File: src/rtl/dma_arb_pkg.sv
package dma_arb_pkg;
  typedef enum logic {
    POL_FIXED = 1'b0,
    POL_ROUND = 1'b1
  } arb_pol_e;
endpackage

File: src/rtl/dma_arb_chan.sv
// Per-channel remaining-unit counter with a terminal pulse.
module dma_arb_chan #(
  parameter int CW = 8
) (
  input  logic          clk,
  input  logic          rst_n,
  input  logic          ld,
  input  logic [CW-1:0] ld_val,
  input  logic          owned,
  input  logic          dec,
  output logic          nz,
  output logic          is_one,
  output logic          done
);
  logic [CW-1:0] cnt_q;

  always_ff @(posedge clk) begin
    if (!rst_n) begin
      cnt_q <= '0;
      done  <= 1'b0;
    end else begin
      done <= 1'b0;
      if (dec) begin
        cnt_q <= cnt_q - 1'b1;
        done  <= (cnt_q == CW'(1));
      end else if (ld && !owned) begin
        cnt_q <= ld_val;
      end
    end
  end

  assign nz     = (cnt_q != '0);
  assign is_one = (cnt_q == CW'(1));
endmodule

File: src/rtl/dma_arb_pick.sv
// Circular first-eligible search starting at base.
module dma_arb_pick #(
  parameter int N  = 4,
  parameter int IW = $clog2(N)
) (
  input  logic [N-1:0]  elig,
  input  logic [IW-1:0] base,
  output logic [N-1:0]  win_oh,
  output logic [IW-1:0] win_idx,
  output logic          any
);
  always_comb begin
    logic [IW-1:0] sel;
    win_oh  = '0;
    win_idx = '0;
    any     = 1'b0;
    sel     = '0;
    for (int k = 0; k < N; k++) begin
      sel = IW'((int'(base) + k) % N);
      if (!any && elig[sel]) begin
        any          = 1'b1;
        win_oh[sel]  = 1'b1;
        win_idx      = sel;
      end
    end
  end
endmodule

File: src/rtl/dma_arb_top.sv
module dma_arb_top
  import dma_arb_pkg::*;
#(
  parameter int N  = 4,
  parameter int CW = 8,
  localparam int IW = $clog2(N)
) (
  input  logic          clk,
  input  logic          rst_n,
  input  logic          rr_mode,
  input  logic [N-1:0]  ch_req,
  input  logic [N-1:0]  ch_burst,
  input  logic          ld_stb,
  input  logic [IW-1:0] ld_sel,
  input  logic [CW-1:0] ld_cnt,
  input  logic          unit_done,
  output logic [N-1:0]  grant,
  output logic          unit_start,
  output logic [N-1:0]  ch_done
);
  logic          busy_q;
  logic [N-1:0]  grant_q;
  logic          start_q;
  logic [IW-1:0] last_q;

  logic [N-1:0]  nz, one, dec_v, nz_after, elig, win_oh;
  logic [IW-1:0] base, win_idx;
  logic          any, ack, burst_g;
  arb_pol_e      pol;

  assign pol      = arb_pol_e'(rr_mode);
  assign ack      = busy_q & unit_done;
  assign dec_v    = grant_q & {N{ack}};
  // Eligibility as it will be once the acknowledged unit is counted.
  assign nz_after = nz & ~(dec_v & one);
  assign elig     = ch_req & (busy_q ? nz_after : nz);
  assign burst_g  = |(grant_q & ch_burst);
  assign base     = (pol == POL_ROUND)
                  ? ((last_q == IW'(N - 1)) ? '0 : last_q + 1'b1)
                  : '0;

  for (genvar gi = 0; gi < N; gi++) begin : g_chan
    dma_arb_chan #(.CW(CW)) u_chan (
      .clk    (clk),
      .rst_n  (rst_n),
      .ld     (ld_stb && (ld_sel == IW'(gi))),
      .ld_val (ld_cnt),
      .owned  (grant_q[gi]),
      .dec    (dec_v[gi]),
      .nz     (nz[gi]),
      .is_one (one[gi]),
      .done   (ch_done[gi])
    );
  end

  dma_arb_pick #(.N(N), .IW(IW)) u_pick (
    .elig    (elig),
    .base    (base),
    .win_oh  (win_oh),
    .win_idx (win_idx),
    .any     (any)
  );

  always_ff @(posedge clk) begin
    if (!rst_n) begin
      busy_q  <= 1'b0;
      grant_q <= '0;
      start_q <= 1'b0;
      last_q  <= IW'(N - 1);
    end else begin
      start_q <= 1'b0;
      if (!busy_q) begin
        if (any) begin
          busy_q  <= 1'b1;
          grant_q <= win_oh;
          start_q <= 1'b1;
          last_q  <= win_idx;
        end
      end else if (unit_done) begin
        if (burst_g && any) begin
          grant_q <= win_oh;
          start_q <= 1'b1;
          last_q  <= win_idx;
        end else begin
          busy_q  <= 1'b0;
          grant_q <= '0;
        end
      end
    end
  end

  assign grant      = grant_q;
  assign unit_start = start_q;
endmodule

File: config.mk
export PLATFORM = sky130hd
export DESIGN_NAME = dma_arb_top
export DESIGN_NICKNAME = d
export VERILOG_FILES = /design/src/rtl/dma_arb_pkg.sv /design/src/rtl/dma_arb_chan.sv /design/src/rtl/dma_arb_pick.sv /design/src/rtl/dma_arb_top.sv
export SDC_FILE = /design/constraint.sdc
export NUM_CORES = 1
export LEC_CHECK = 0
export BUFFER_PORTS_ARGS = -buffer_cell sky130_fd_sc_hd__buf_4
export CORE_AREA = 2 2 109 69
export CTS_CLUSTER_DIAMETER = 150
export DETAILED_ROUTE_END_ITERATION = 10
export DIE_AREA = 0 0 111 71
export HOLD_SLACK_MARGIN = 0.03
export PLACE_DENSITY_LB_ADDON = 0.08
export SLEW_MARGIN = 25
export SYNTH_ARGS = -nofsm -noshare
export SYNTH_HDL_FRONTEND = slang
export SYNTH_SLANG_ARGS = --single-unit
File: constraint.sdc
create_clock -name clk -period 2.65 [get_ports clk]
set_input_delay 0.265 -clock clk [delete_from_list [all_inputs] [get_ports clk]]
set_output_delay 0.265 -clock clk [all_outputs]
set_load 0.005 [all_outputs]
# Yosys cells after proc, flatten, opt, wreduce, memory -nomap -nowiden
# Index checks and enable logic that the tools add are counted.
# word_totals
regBits	44
latchBits	0
ramBits	0
rom_bits	0
in_bits	23
out_inout_bits	9
elab_cells	141
memories	0
# op_classes
addsub	8
n_mul	0
div_mod_pow	0
order_cmp	8
n_eq_ne	10
shift	0
n_mux	53
bitwise_logic	10
reduce_logical	40
# ops
op	count
$mux W8	8
$mux W4	9
$eq A8 B1 Y1 const B	4
$reduce_bool A8 Y1	4
$sub A8 B1 Y8 const B	4
$and A4 B4 Y4	5
$mux W2	10
$mux W1	18
$logic_and A1 B1 Y1	16
$lt A2 B3 Y1 const B	4
$or A4 B4 Y4	3
$reduce_and A2 Y1	5
$reduce_bool A2 Y1	5
$bmux W1 S2	4
$demux W1 S2	4
$ge A2 B1 Y1 const B	4
$logic_not A1 Y1	7
$eq A2 B2 Y1 const B	3
$add A2 B1 Y2 const B	2
$add A2 B2 Y2 const B	2
$not A4 Y4	1
$reduce_or A4 Y1	1
$reduce_and A3 Y1	1
$eq A2 B1 Y1 const B	1
other kinds (4)	4

# Longest topological paths before layout
# depth
ltp_word	23
depth_mapped	8
ltp_nobuf	8

# Cells and area by module
# A second synthesis with hierarchy kept.
# hier_totals
hier_cells	328
hier_area_um2	2964.1
# by_module_without_submodules
module	n_inst	cells_per_inst	area_each_um2	seq_area_each_um2
dma_arb_chan	4	58	523.0	180.2
dma_arb_top	1	51	452.9	160.2
dma_arb_pick	1	45	419.2	0.0

# Worst setup path after synthesis
# OpenSTA, ideal clock, no wires.
# synth_timing
path_type	flip-flop to flip-flop
startpoint	register g_chan[2].u_chan.cnt_q[0]
endpoint	register last_q[0]
setup_time_ns	0.125
arrival_ns	2.275
t_required_ns	2.525
slack_ns	0.250
stages_incl_launch_ff	9
path_buffers	0
synth_period_minus_slack_ns	2.400
cell_sequence	dfxtp_1 > inv_1 > ha_1 > a41oi_1 > o31ai_1 > mux4_1 > a21oi_2 > mux2i_1 > o41a_1
# synth_via
elab_chain_len	21
word_cells_on_any_way	37
cone_classes	eq/ne (2); mux (21); bitwise (4); reduce/logical (10)
# synth_lines
element	line_no	source
from (decl)	dma_arb_chan.sv:15	logic [CW-1:0] cnt_q;
from (signal assigned)	dma_arb_chan.sv:24	cnt_q <= cnt_q - 1'b1;
from (signal assigned)	dma_arb_chan.sv:27	cnt_q <= ld_val;
$eq A8 B1 Y1	dma_arb_chan.sv:33	assign is_one = (cnt_q == CW'(1));
$and A4 B4 Y4	dma_arb_top.sv:35	assign nz_after = nz & ~(dec_v & one);
$not A4 Y4	dma_arb_top.sv:35	
$and A4 B4 Y4	dma_arb_top.sv:35	
$mux W4 *	dma_arb_top.sv:36	assign elig = ch_req & (busy_q ? nz_after : nz);
$and A4 B4 Y4 *	dma_arb_top.sv:36	
$bmux W1 S2	dma_arb_pick.sv:20	if (!any && elig[sel]) begin
$mux W1 (not written as such)	dma_arb_pick.sv:20	
[5 not listed]	n/a	
$logic_and A1 B1 Y1	dma_arb_pick.sv:20	
$mux W1	dma_arb_pick.sv:20	
$logic_not A1 Y1	dma_arb_pick.sv:20	
$logic_and A1 B1 Y1	dma_arb_pick.sv:20	
$mux W1 / $mux W2 (equally long branches)	dma_arb_pick.sv:20	
$logic_and A1 B1 Y1 / $mux W2 (equally long branches)	dma_arb_top.sv:80	if (burst_g && any) begin
$ne A2 B1 Y1 (no source line) / $mux W2 (equally long branches)	n/a	
$reduce_and A3 Y1 (no source line) / $mux W2 (equally long branches)	n/a	
to (signal assigned)	dma_arb_top.sv:69	last_q <= IW'(N - 1);
to (signal assigned)	dma_arb_top.sv:77	last_q <= win_idx;
to (signal assigned)	dma_arb_top.sv:83	last_q <= win_idx;
to (decl)	dma_arb_top.sv:24	logic [IW-1:0] last_q;
# Mark *: on every way between the ends. The rest lies on a longest branch, timed or not. The select of a mux whose other input is x is not followed.
# A chain may end at the register's enable or synchronous reset.

# Worst setup path after layout
# layout_timing
startpoint	register g_chan[2].u_chan.cnt_q[2]
endpoint	register last_q[0]
# Same word-level chain as after synthesis.

==> metrics.csv <==
metric,value,unit
maxSlewHeadroom,65.4,%
die-area,7880,um2
clock_path_buffers,2,
yosysUniqueCellTypes,61,
vias,3060,
highest_layer,met4,
finalSetupViolations,0,
holdWs,0.274,ns
seqPwrFrac,30.9,%
worst_path_max_delay_cell,or3_1,
cp.depth,6,
rsz0062_at_grt,no,
post_drt_wl_per_cell,17.8,um
diodes,0,
min_to,g_chan[2].u_chan.cnt_q[6],
switching_share,39.1,%
end_kind,flip-flop,
synth-seq-cells,44,
yosys_warnings,0,
status,"complete, no violations",
mostFrequentLayoutCells,"buf_4 (55), nor2_1 (50), dfxtp_1 (44)",
reg2reg_slack,0.19,ns
grt_pass1_vias,2819,
ctsHoldBuffers,0,
synth_flop_cell,dfxtp_1,
fp.dieW,111,um
fin_total_pwr,2760,uW
internal_power,1680,uW
r2r-end,last_q[0],
cpPeakStageDelay,0.51,ns
htree_levels,2,
layout_commonest_cell,buf_4,
synth_top_area_cell,dfxtp_1,
place.gp.congestion,0.940,
syn-cell-area,3000,um2
synthTopCellsByArea,"dfxtp_1 (29%), ha_1 (6.7%), nor2_1 (6.2%)",
ctsResizeCount,0,
clkSlewWorstSetupHoldPaths,0.06,ns
setup_slack,0.189,ns
p_per_area,770,nW/um2
synthCells,369,
period_needed,2.46,ns
power_frac_comb,45.2,%
cts_tree,yes,
port_buffers,31,
worst_ep_arrival_time,2.64,ns
wl_met1,4.72,mm
p_leak,0.00144,uW
fp-row-count,24,
critPathMaxFanout,9,
min_path_cells,3,
p_sw,1080,uW
drcViolationCount,0,
r2r_start,g_chan[2].u_chan.cnt_q[2],
tightest_slew,0.514,ns
core_area,6940,um2
clock_latency,0.29,ns
peakVddDrop,343,uV
startpoint_type,flip-flop,
maxCapViolCount,0,
final.setup_skew,0.00447,ns
critical_path_buf_inv_count,0,
finalMaxSlewViolations,0,
finalCritPeriodShare,92.9,%
dr.pass1.iters,5,
dp_hpwl,6.95,mm
postCtsSetupBuffers,0,
drive_gt1_share,20.9,%
ant_nets,0,
path_delay_family,compound AO/OA/AOI/OAI gates,
met3WireLength,610,um
drt-initial-drc-count,223,
min_path_type,in -> reg,
pwr-share-clk,23.8,%
io_pins,32,
tns,0,ns
grt.total_usage,23.6,%
path_cells,or3_1 > o311ai_1 > o211ai_2 > a21oi_2 > mux2i_1 > o41a_1,
grt_start_max_net_pins,15,
ff2ff_path_depth,6,
vias_per_cell,6.08,
worstHoldStart,ld_cnt[6],
synthArstFlopShare,0,%
cts_sinks,44,
grt_pass1_wl,14.8,mm
syn_nets,408,
antenna_found_initial,0,
ys_seq_area_share,29.3,%
die_h,71,um
detailed_place.area,3420,um2
pre_cts_ws,0.120,ns
design_area,3590,um2
start_util,43.3,%
root_buffer,clkbuf_16,
synth_edf_count,0,
yosysTopAreaCellShare,29.3,%
finalHoldViolCount,0,
max_freq,0.406,GHz
wl_met2,3.54,mm
fillerInstances,679,
overflow,0,
cp_data_required_time,2.83,ns
fin_nets,451,
cts_buffers,5,
syn2layout_area_growth,19.4,%
avgSynthCellArea,8.14,um2
path_class,reg -> reg,
routed_wl,8.97,mm
-- metal layers --
layer  GRT usage (%)  up-vias
met4            5.69        0
met2            33.1      106
met1            37.1     1460
met5               0        -
li1                -     1485
met3            4.20        9
-- worst max path at each step --
stage / start / to / slack, ns
finish: g_chan[2].u_chan.cnt_q[2] / last_q[0] / 0.19
global placement: g_chan[1].u_chan.cnt_q[0] / last_q[0] / 0.21
floorplan: g_chan[2].u_chan.cnt_q[0] / last_q[0] / 0.25
global route: g_chan[1].u_chan.cnt_q[3] / grant[2] / 0.04
detailed placement: g_chan[1].u_chan.cnt_q[0] / last_q[0] / 0.12
CTS: g_chan[1].u_chan.cnt_q[0] / last_q[0] / 0.09
-- area by class of cell --
class | instances | area, um2 | share of cell area, %
clock buffers | 7 | 153 | 4.26
inverters | 23 | 86.3 | 2.41
multi-input cells | 283 | 1940 | 54.1
flip-flops and latches | 44 | 881 | 24.6
well taps | 91 | 114 | 3.17
repair buffers | 55 | 413 | 11.5
-- cell usage after synthesis (all sizes together) (2+ instances only) --
cell	count
o211ai	9
nor2b	2
o221ai	4
inv	22
a21oi	33
nand3	19
nor3	15
o31ai	5
nand3b	3
nand2	14
buf	11
a311oi	3
o311a	2
o21ai	13
o21a	2
clkbuf	8
and3	12
a221oi	10
o311ai	9
nor3b	3
a41oi	4
a31oi	2
nor2	50
dfxtp	44
or4	2
a222oi	4
or3	12
a22oi	4
nand2b	3
nor4	3
ha	16
a211oi	11
mux2i	3
-- registers in the layout, indices dropped and copies added, names as in the netlist --
register,count
g_chan.u_chan.cnt_q,32
busy_q,1
unit_start,1
last_q,2
grant,4
g_chan.u_chan.done,4
-- cell families after synthesis --
group | Yosys count | synth area share [%]
compound gates | 119 | 30.9
simple gates | 142 | 23.9
buf+inv | 42 | 6.58
flops | 44 | 29.3
xor+xnor | 1 | 0.292
mux | 5 | 2.25
fa+ha+maj | 16 | 6.66
-- power by group through the flow --
stage,clock [uW],sequential [uW],combinational (uW)
finish,659,854,1250
global route,699,867,1380
detailed placement,0,861,1220
CTS,672,848,1230
global placement,0,863,1220
floorplan,0,837,823
-- per-stage QoR --
stage               cells  utilization, %
global placement      496            49.3
CTS                   503            51.5
finish                503            51.7
floorplan             369               -
detailed placement    496            49.3
global route          503            51.7
-- worst reg2reg max path: stages, from the launching register on --
cell,delay [ns]
dfxtp_1,0.35
or3_1,0.51
o311ai_1,0.50
o211ai_2,0.31
a21oi_2,0.21
mux2i_1,0.09
o41a_1,0.39
Note: power is estimated with default switching activity, not from simulation.
